## config.mk

```make
export PLATFORM = sky130hd
export DESIGN_NAME = cmd_write_guard
export DESIGN_NICKNAME = d
export VERILOG_FILES = /design/src/rtl/cmd_write_guard_pkg.sv /design/src/rtl/cmd_write_guard_datapath.sv /design/src/rtl/cmd_write_guard_control.sv /design/src/rtl/cmd_write_guard.sv
export SDC_FILE = /design/constraint.sdc
export NUM_CORES = 1
export LEC_CHECK = 0
export ABC_AREA = 1
export ABC_CLOCK_PERIOD_IN_PS = 1600
export BUFFER_PORTS_ARGS = -buffer_cell sky130_fd_sc_hd__buf_2
export CELL_PAD_IN_SITES_DETAIL_PLACEMENT = 1
export CELL_PAD_IN_SITES_GLOBAL_PLACEMENT = 1
export CORE_MARGIN = 3
export CORE_UTILIZATION = 34
export CTS_CLUSTER_SIZE = 30
export DETAILED_ROUTE_END_ITERATION = 7
export PLACE_DENSITY_LB_ADDON = 0.1
export REMOVE_ABC_BUFFERS = 1
export SYNTH_ARGS = -nofsm -noshare
export SYNTH_HDL_FRONTEND = slang
export SYNTH_SLANG_ARGS = --single-unit
```

## constraint.sdc

```tcl
create_clock -name clk -period 1.6 [get_ports clk]
set_input_delay 0.08 -clock clk [delete_from_list [all_inputs] [get_ports clk]]
set_output_delay 0.08 -clock clk [all_outputs]
set_load 0.03 [all_outputs]
```

## src/rtl/cmd_write_guard_pkg.sv

```systemverilog
package cmd_write_guard_pkg;

  typedef enum logic [2:0] {
    ST_IDLE   = 3'd0,
    ST_SAW1   = 3'd1,
    ST_SAW2   = 3'd2,
    ST_ARMED  = 3'd3,
    ST_PAGE   = 3'd4,
    ST_EXT4   = 3'd5,
    ST_BPOPEN = 3'd6
  } seqState_t;

  // control -> datapath
  typedef struct packed {
    logic permit;
    logic consume;
    logic loadBp;
    logic latchPlane;
    logic markDrop;
  } strobes_t;

  // datapath -> control
  typedef struct packed {
    logic isFirst;
    logic isSecond;
    logic isThird;
    logic isExt4;
    logic isExt5;
    logic planeMatch;
    logic blockLocked;
  } decode_t;

endpackage

```

## src/rtl/cmd_write_guard_datapath.sv

```systemverilog
module cmd_write_guard_datapath
  import cmd_write_guard_pkg::*;
#(
  parameter int ADDR_W = 13,
  parameter int DATA_W = 8,
  parameter int BLOCK_W = 3,
  parameter logic [DATA_W-1:0] CMD1_DATA = 8'hAA,
  parameter logic [DATA_W-1:0] CMD2_DATA = 8'h55,
  parameter logic [DATA_W-1:0] CMD3_DATA = 8'hA0,
  parameter logic [DATA_W-1:0] EXT4_DATA = 8'h55,
  parameter logic [DATA_W-1:0] EXT5_DATA = 8'h80,
  parameter logic [ADDR_W-2:0] CMD_ADDR_A = 12'h555,
  parameter logic [ADDR_W-2:0] CMD_ADDR_B = 12'hAAA,
  parameter logic [ADDR_W-2:0] EXT4_ADDR = 12'hAAA,
  parameter logic [ADDR_W-2:0] EXT5_ADDR = 12'h555,
  parameter int NUM_BLOCKS = 1 << BLOCK_W,
  parameter logic [NUM_BLOCKS-1:0] BP_RESET = '0
) (
  input  logic                  clk,
  input  logic                  rstN,
  input  logic [ADDR_W-1:0]     wrAddr,
  input  logic [DATA_W-1:0]     wrData,
  input  strobes_t              strobes,
  output decode_t               decode,
  output logic                  wrPermit,
  output logic [ADDR_W-1:0]     wrAddrOut,
  output logic [DATA_W-1:0]     wrDataOut,
  output logic                  cmdConsumed,
  output logic [NUM_BLOCKS-1:0] bpReg,
  output logic                  dropSticky
);

  localparam int OFFS_W = ADDR_W - 1;

  logic              planeReg;
  logic              planeIn;
  logic [OFFS_W-1:0] offsIn;
  logic [BLOCK_W-1:0] blockIdx;

  assign planeIn  = wrAddr[ADDR_W-1];
  assign offsIn   = wrAddr[OFFS_W-1:0];
  assign blockIdx = wrAddr[ADDR_W-1 -: BLOCK_W];

  // Command decode; the first byte may pick either plane, later ones must follow it
  always_comb begin
    decode.planeMatch  = (planeIn == planeReg);
    decode.isFirst     = (wrData == CMD1_DATA) && (offsIn == CMD_ADDR_A);
    decode.isSecond    = decode.planeMatch && (wrData == CMD2_DATA) && (offsIn == CMD_ADDR_B);
    decode.isThird     = decode.planeMatch && (wrData == CMD3_DATA) && (offsIn == CMD_ADDR_A);
    decode.isExt4      = decode.planeMatch && (wrData == EXT4_DATA) && (offsIn == EXT4_ADDR);
    decode.isExt5      = decode.planeMatch && (wrData == EXT5_DATA) && (offsIn == EXT5_ADDR);
    decode.blockLocked = bpReg[blockIdx];
  end

  always_ff @(posedge clk) begin
    if (!rstN) begin
      planeReg    <= 1'b0;
      bpReg       <= BP_RESET;
      wrPermit    <= 1'b0;
      cmdConsumed <= 1'b0;
      wrAddrOut   <= '0;
      wrDataOut   <= '0;
      dropSticky  <= 1'b0;
    end else begin
      wrPermit    <= strobes.permit;
      cmdConsumed <= strobes.consume;
      if (strobes.latchPlane) planeReg <= planeIn;
      if (strobes.loadBp)     bpReg <= wrData[NUM_BLOCKS-1:0];
      if (strobes.markDrop)   dropSticky <= 1'b1;
      if (strobes.permit) begin
        wrAddrOut <= wrAddr;
        wrDataOut <= wrData;
      end
    end
  end

endmodule

```

## src/rtl/cmd_write_guard_control.sv

```systemverilog
module cmd_write_guard_control
  import cmd_write_guard_pkg::*;
(
  input  logic     clk,
  input  logic     rstN,
  input  logic     wrValid,
  input  logic     wrCtrl,
  input  logic     windowTimeout,
  input  decode_t  decode,
  output strobes_t strobes
);

  seqState_t stateQ, stateEff, stateNext;

  assign stateEff = windowTimeout ? ST_IDLE : stateQ;

  always_comb begin
    strobes   = '0;
    stateNext = stateEff;
    if (wrCtrl) begin
      stateNext = ST_IDLE;
    end else if (wrValid) begin
      unique case (stateEff)
        ST_IDLE: begin
          if (decode.isFirst) begin
            strobes.consume    = 1'b1;
            strobes.latchPlane = 1'b1;
            stateNext          = ST_SAW1;
          end
        end
        ST_SAW1: begin
          strobes.consume = decode.isSecond;
          stateNext       = decode.isSecond ? ST_SAW2 : ST_IDLE;
        end
        ST_SAW2: begin
          strobes.consume = decode.isThird;
          stateNext       = decode.isThird ? ST_ARMED : ST_IDLE;
        end
        ST_ARMED, ST_PAGE: begin
          if (stateEff == ST_ARMED && decode.isExt4) begin
            strobes.consume = 1'b1;
            stateNext       = ST_EXT4;
          end else if (!decode.planeMatch) begin
            stateNext = ST_IDLE;
          end else if (decode.blockLocked) begin
            strobes.markDrop = 1'b1;
            stateNext        = ST_PAGE;
          end else begin
            strobes.permit = 1'b1;
            stateNext      = ST_PAGE;
          end
        end
        ST_EXT4: begin
          strobes.consume = decode.isExt5;
          stateNext       = decode.isExt5 ? ST_BPOPEN : ST_IDLE;
        end
        ST_BPOPEN: begin
          strobes.consume = 1'b1;
          strobes.loadBp  = 1'b1;
          stateNext       = ST_IDLE;
        end
        default: stateNext = ST_IDLE;
      endcase
    end
  end

  always_ff @(posedge clk) begin
    if (!rstN) stateQ <= ST_IDLE;
    else       stateQ <= stateNext;
  end

endmodule

```

## src/rtl/cmd_write_guard.sv

```systemverilog
module cmd_write_guard
  import cmd_write_guard_pkg::*;
#(
  parameter int ADDR_W = 13,
  parameter int DATA_W = 8,
  parameter int BLOCK_W = 3,
  parameter logic [DATA_W-1:0] EXT4_DATA = 8'h55,
  parameter logic [DATA_W-1:0] EXT5_DATA = 8'h80,
  parameter logic [ADDR_W-2:0] EXT4_ADDR = 12'hAAA,
  parameter logic [ADDR_W-2:0] EXT5_ADDR = 12'h555,
  parameter int NUM_BLOCKS = 1 << BLOCK_W,
  parameter logic [NUM_BLOCKS-1:0] BP_RESET = '0
) (
  input  logic                  clk,
  input  logic                  rstN,
  input  logic                  wrValid,
  input  logic [ADDR_W-1:0]     wrAddr,
  input  logic [DATA_W-1:0]     wrData,
  input  logic                  wrCtrl,
  input  logic                  windowTimeout,
  output logic                  wrPermit,
  output logic [ADDR_W-1:0]     wrAddrOut,
  output logic [DATA_W-1:0]     wrDataOut,
  output logic                  cmdConsumed,
  output logic [NUM_BLOCKS-1:0] bpReg,
  output logic                  dropSticky
);

  strobes_t strobes;
  decode_t  decode;

  cmd_write_guard_control u_ctrl (
    .clk           (clk),
    .rstN          (rstN),
    .wrValid       (wrValid),
    .wrCtrl        (wrCtrl),
    .windowTimeout (windowTimeout),
    .decode        (decode),
    .strobes       (strobes)
  );

  cmd_write_guard_datapath #(
    .ADDR_W     (ADDR_W),
    .DATA_W     (DATA_W),
    .BLOCK_W    (BLOCK_W),
    .EXT4_DATA  (EXT4_DATA),
    .EXT5_DATA  (EXT5_DATA),
    .EXT4_ADDR  (EXT4_ADDR),
    .EXT5_ADDR  (EXT5_ADDR),
    .NUM_BLOCKS (NUM_BLOCKS),
    .BP_RESET   (BP_RESET)
  ) u_dp (
    .clk         (clk),
    .rstN        (rstN),
    .wrAddr      (wrAddr),
    .wrData      (wrData),
    .strobes     (strobes),
    .decode      (decode),
    .wrPermit    (wrPermit),
    .wrAddrOut   (wrAddrOut),
    .wrDataOut   (wrDataOut),
    .cmdConsumed (cmdConsumed),
    .bpReg       (bpReg),
    .dropSticky  (dropSticky)
  );

endmodule

```

==> results.yml <==
clocking:
  htree_levels: 2
  cts_num_sinks: 36
  clk_latency_ns: 0.30
  numCtsBuffers: 5
  cts_buffer_depth: 2
  cts.clk_slew.worst_paths_ns: 0.08
  cts_root_buf: "clkbuf_8"
  tritoncts: "done"
sta:
  hold_slack_ns: 0.0431
  worst_pin_slew_ns: 0.273
  slew_headroom: 0.817
  fin_skew_ns: 0.0121
  final.min_clock_period_ns: 1.54
  clock.fmax_mhz: 650
  fin_crit_sh: 0.962
  hold_viol_final: 0
  final_max_slew_viol_count: 0
  finalSetupViolCount: 0
  setup_tns_ns: 0
synth:
  syn-mean-instance-area_um2: 6.10
  ys_warn_count: 0
  synthFlopType: "dfxtp_1"
  yosysSeqAreaShare: 0.367
  synth.ff_latch_count: 36
  synthArstFlopShare: 0
  synth_edf_count: 0
  syn-cell-area_um2: 1970
  syn_inst: 322
  synth_cell_type_count: 26
global_routing:
  grt_start_max_net_pins: 41
  track_usage: 0.179
  grt_first_pass_wirelength_um: 9190
  grt_pass1_vias: 2072
  grt_overflow: 0
  antenna_found_initial: 0
critical_path:
  crit_end: "u_dp.wrDataOut[4]$_SDFFE_PN0P_"
  crit_path_frequent_cell: "nand2_1"
  required_ns: 1.79
  slowest_stage: "dfxtp_1"
  end_kind: "flop"
  max_stage_delay_ns: 0.35
  startpoint: "u_dp.planeReg$_SDFFE_PN0P_"
  path_class: "flop to flop"
  crit_chain: "nand2_1, nand2_4, nand2_1, nor2_2, nand3_2, nand3_4, clkbuf_16, nand2_1, nand2_1, nor2_1"
  r2r-start: "u_dp.planeReg$_SDFFE_PN0P_"
  worstPathArrival_ns: 1.73
  cp_max_fo: 5
  r2r-end: "u_dp.wrDataOut[4]$_SDFFE_PN0P_"
  r2r_cells: 10
  r2r_slack_ns: 0.06
  start_kind: "flop"
die:
  core_um2: 5540
  start_util: 0.355
  row_count: 27
  pin_count: 58
  die_h_um: 82.0
  die-area_um2: 6730
  die-width_um: 82.0
final_layout:
  drive_gt1_frac: 0.288
  nFillCells: 789
  finish.utilization: 0.477
  layout_common_cells: "nand2_1, nor2_1, buf_2, inv_1, dfxtp_1"
  antenna_cells: 0
  nets: 421
  layout_commonest_cell: "nand2_1"
  area_delta_synth_final_pct: 34.4
routing:
  vias: 2171
  drt_first_pass_iters: 4
  viasPerCell: 4.64
  drc_errors: 0
  ant_nets: 0
  drtIter0Drc: 54
  wl_um: 6490
  avgRoutedWirePerCell_um: 13.9
job:
  max_cap_violations: 0
place:
  hpwl_um: 4370
  finalWeightedCongestion: 0.812
  io_buffer_count: 57
min_path:
  hp-class: "input pin to flop"
  min_path_cells: 3
power:
  p_leak_uw: 0.00143
  power_uw: 1860
  ir_drop_uv: 441
  power_density_nw_per_um2: 705
run_status:
  outcome: "complete, no violations"
==> critical path: cells and delay by family, from the launching register on <==
kind / cells / cell delay [ns]
simple gates: 9 / 0.91
flops: 1 / 0.35
buf+inv: 1 / 0.17
==> logic make-up after synthesis <==
kind of cell,Yosys count,share of synthesized area
DFF,36,0.367
buffers and inverters,58,0.133
and+or+nand+nor,207,0.444
AOI/OAI and AO/OA,21,0.0567
==> power breakdown <==
group,switching (uW),internal [uW],total (uW)
Sequential,0.0000211,892,892
Combinational,107,50.9,158
Clock,350,463,813
==> final cells by class <==
| cell class | count | area [um^2] | share of cell area |
|---|---|---|---|
| Clock inverter | 2 | 35.0 | 0.0133 |
| Tap cell | 72 | 90.1 | 0.0341 |
| Sequential cell | 36 | 728 | 0.276 |
| Multi-Input combinational cell | 229 | 1040 | 0.394 |
| Inverter | 49 | 186 | 0.0705 |
| Timing Repair Buffer | 74 | 489 | 0.185 |
| Clock buffer | 6 | 72.6 | 0.0275 |
==> registers in the layout, summed over array words and instances, names as in the netlist <==
| register | cells |
|---|---|
| u_dp.wrAddrOut | 13 |
| u_dp.bpReg | 8 |
| u_dp.wrDataOut | 8 |
| u_ctrl.stateQ | 3 |
| u_dp.cmdConsumed | 1 |
| u_dp.dropSticky | 1 |
| u_dp.planeReg | 1 |
| u_dp.wrPermit | 1 |
==> worst min-delay path by stage <==
stage	startpoint	slack, ns	to
after floorplan	rstN	0.20	u_dp.planeReg$_SDFFE_PN0P_
after CTS	wrAddr[4]	0.04	u_dp.wrAddrOut[4]$_SDFFE_PN0P_
after detailed placement	wrAddr[4]	0.35	u_dp.wrAddrOut[4]$_SDFFE_PN0P_
final	wrAddr[9]	0.04	u_dp.wrAddrOut[9]$_SDFFE_PN0P_
after global routing	wrAddr[5]	0.05	u_dp.wrAddrOut[5]$_SDFFE_PN0P_
after global placement	wrAddr[5]	0.34	u_dp.wrAddrOut[5]$_SDFFE_PN0P_
==> metal layers <==
| metal | part of all wire | global-route usage | up-vias |
|---|---|---|---|
| met5 | 0 | 0 | - |
| met4 | 0.0074 | 0.0598 | 0 |
| met3 | 0.055 | 0.0395 | 5 |
| met2 | 0.47 | 0.305 | 51 |
| met1 | 0.46 | 0.221 | 1001 |
| li1 | - | - | 1114 |
==> stage by stage <==
stage	worst slack, ns	cell area (um^2)	instances
floorplan	0.153	1890	313
global placement	0.0817	2310	446
detailed placement	0.0609	2310	446
CTS	0.0351	2420	454
global route	-0.0273	2640	468
finish	0.0614	2640	468
==> repair_timing <==
item	4_1_cts	5_1_grt
gates resized for setup	0	21
hold buffers	0	0
setup endpoints to repair	0	20
setup buffers	0	7
==> synth_stat cells (2+ instances only) <==
cell type / n / share of area
nand2_2: 3 / 0.0095
nand4_1: 4 / 0.013
buf_6: 5 / 0.029
o21ai_0: 8 / 0.020
dfxtp_1: 36 / 0.37
nand2_1: 95 / 0.18
nand3b_1: 2 / 0.0076
inv_1: 45 / 0.086
nor2_1: 75 / 0.14
nand3_2: 2 / 0.010
a21oi_1: 11 / 0.028
nand3_1: 17 / 0.043
nor3_1: 2 / 0.0051
buf_1: 2 / 0.0038
inv_2: 3 / 0.0057
nor2_2: 2 / 0.0064
No activity file was read; power rests on OpenSTA's default activity.
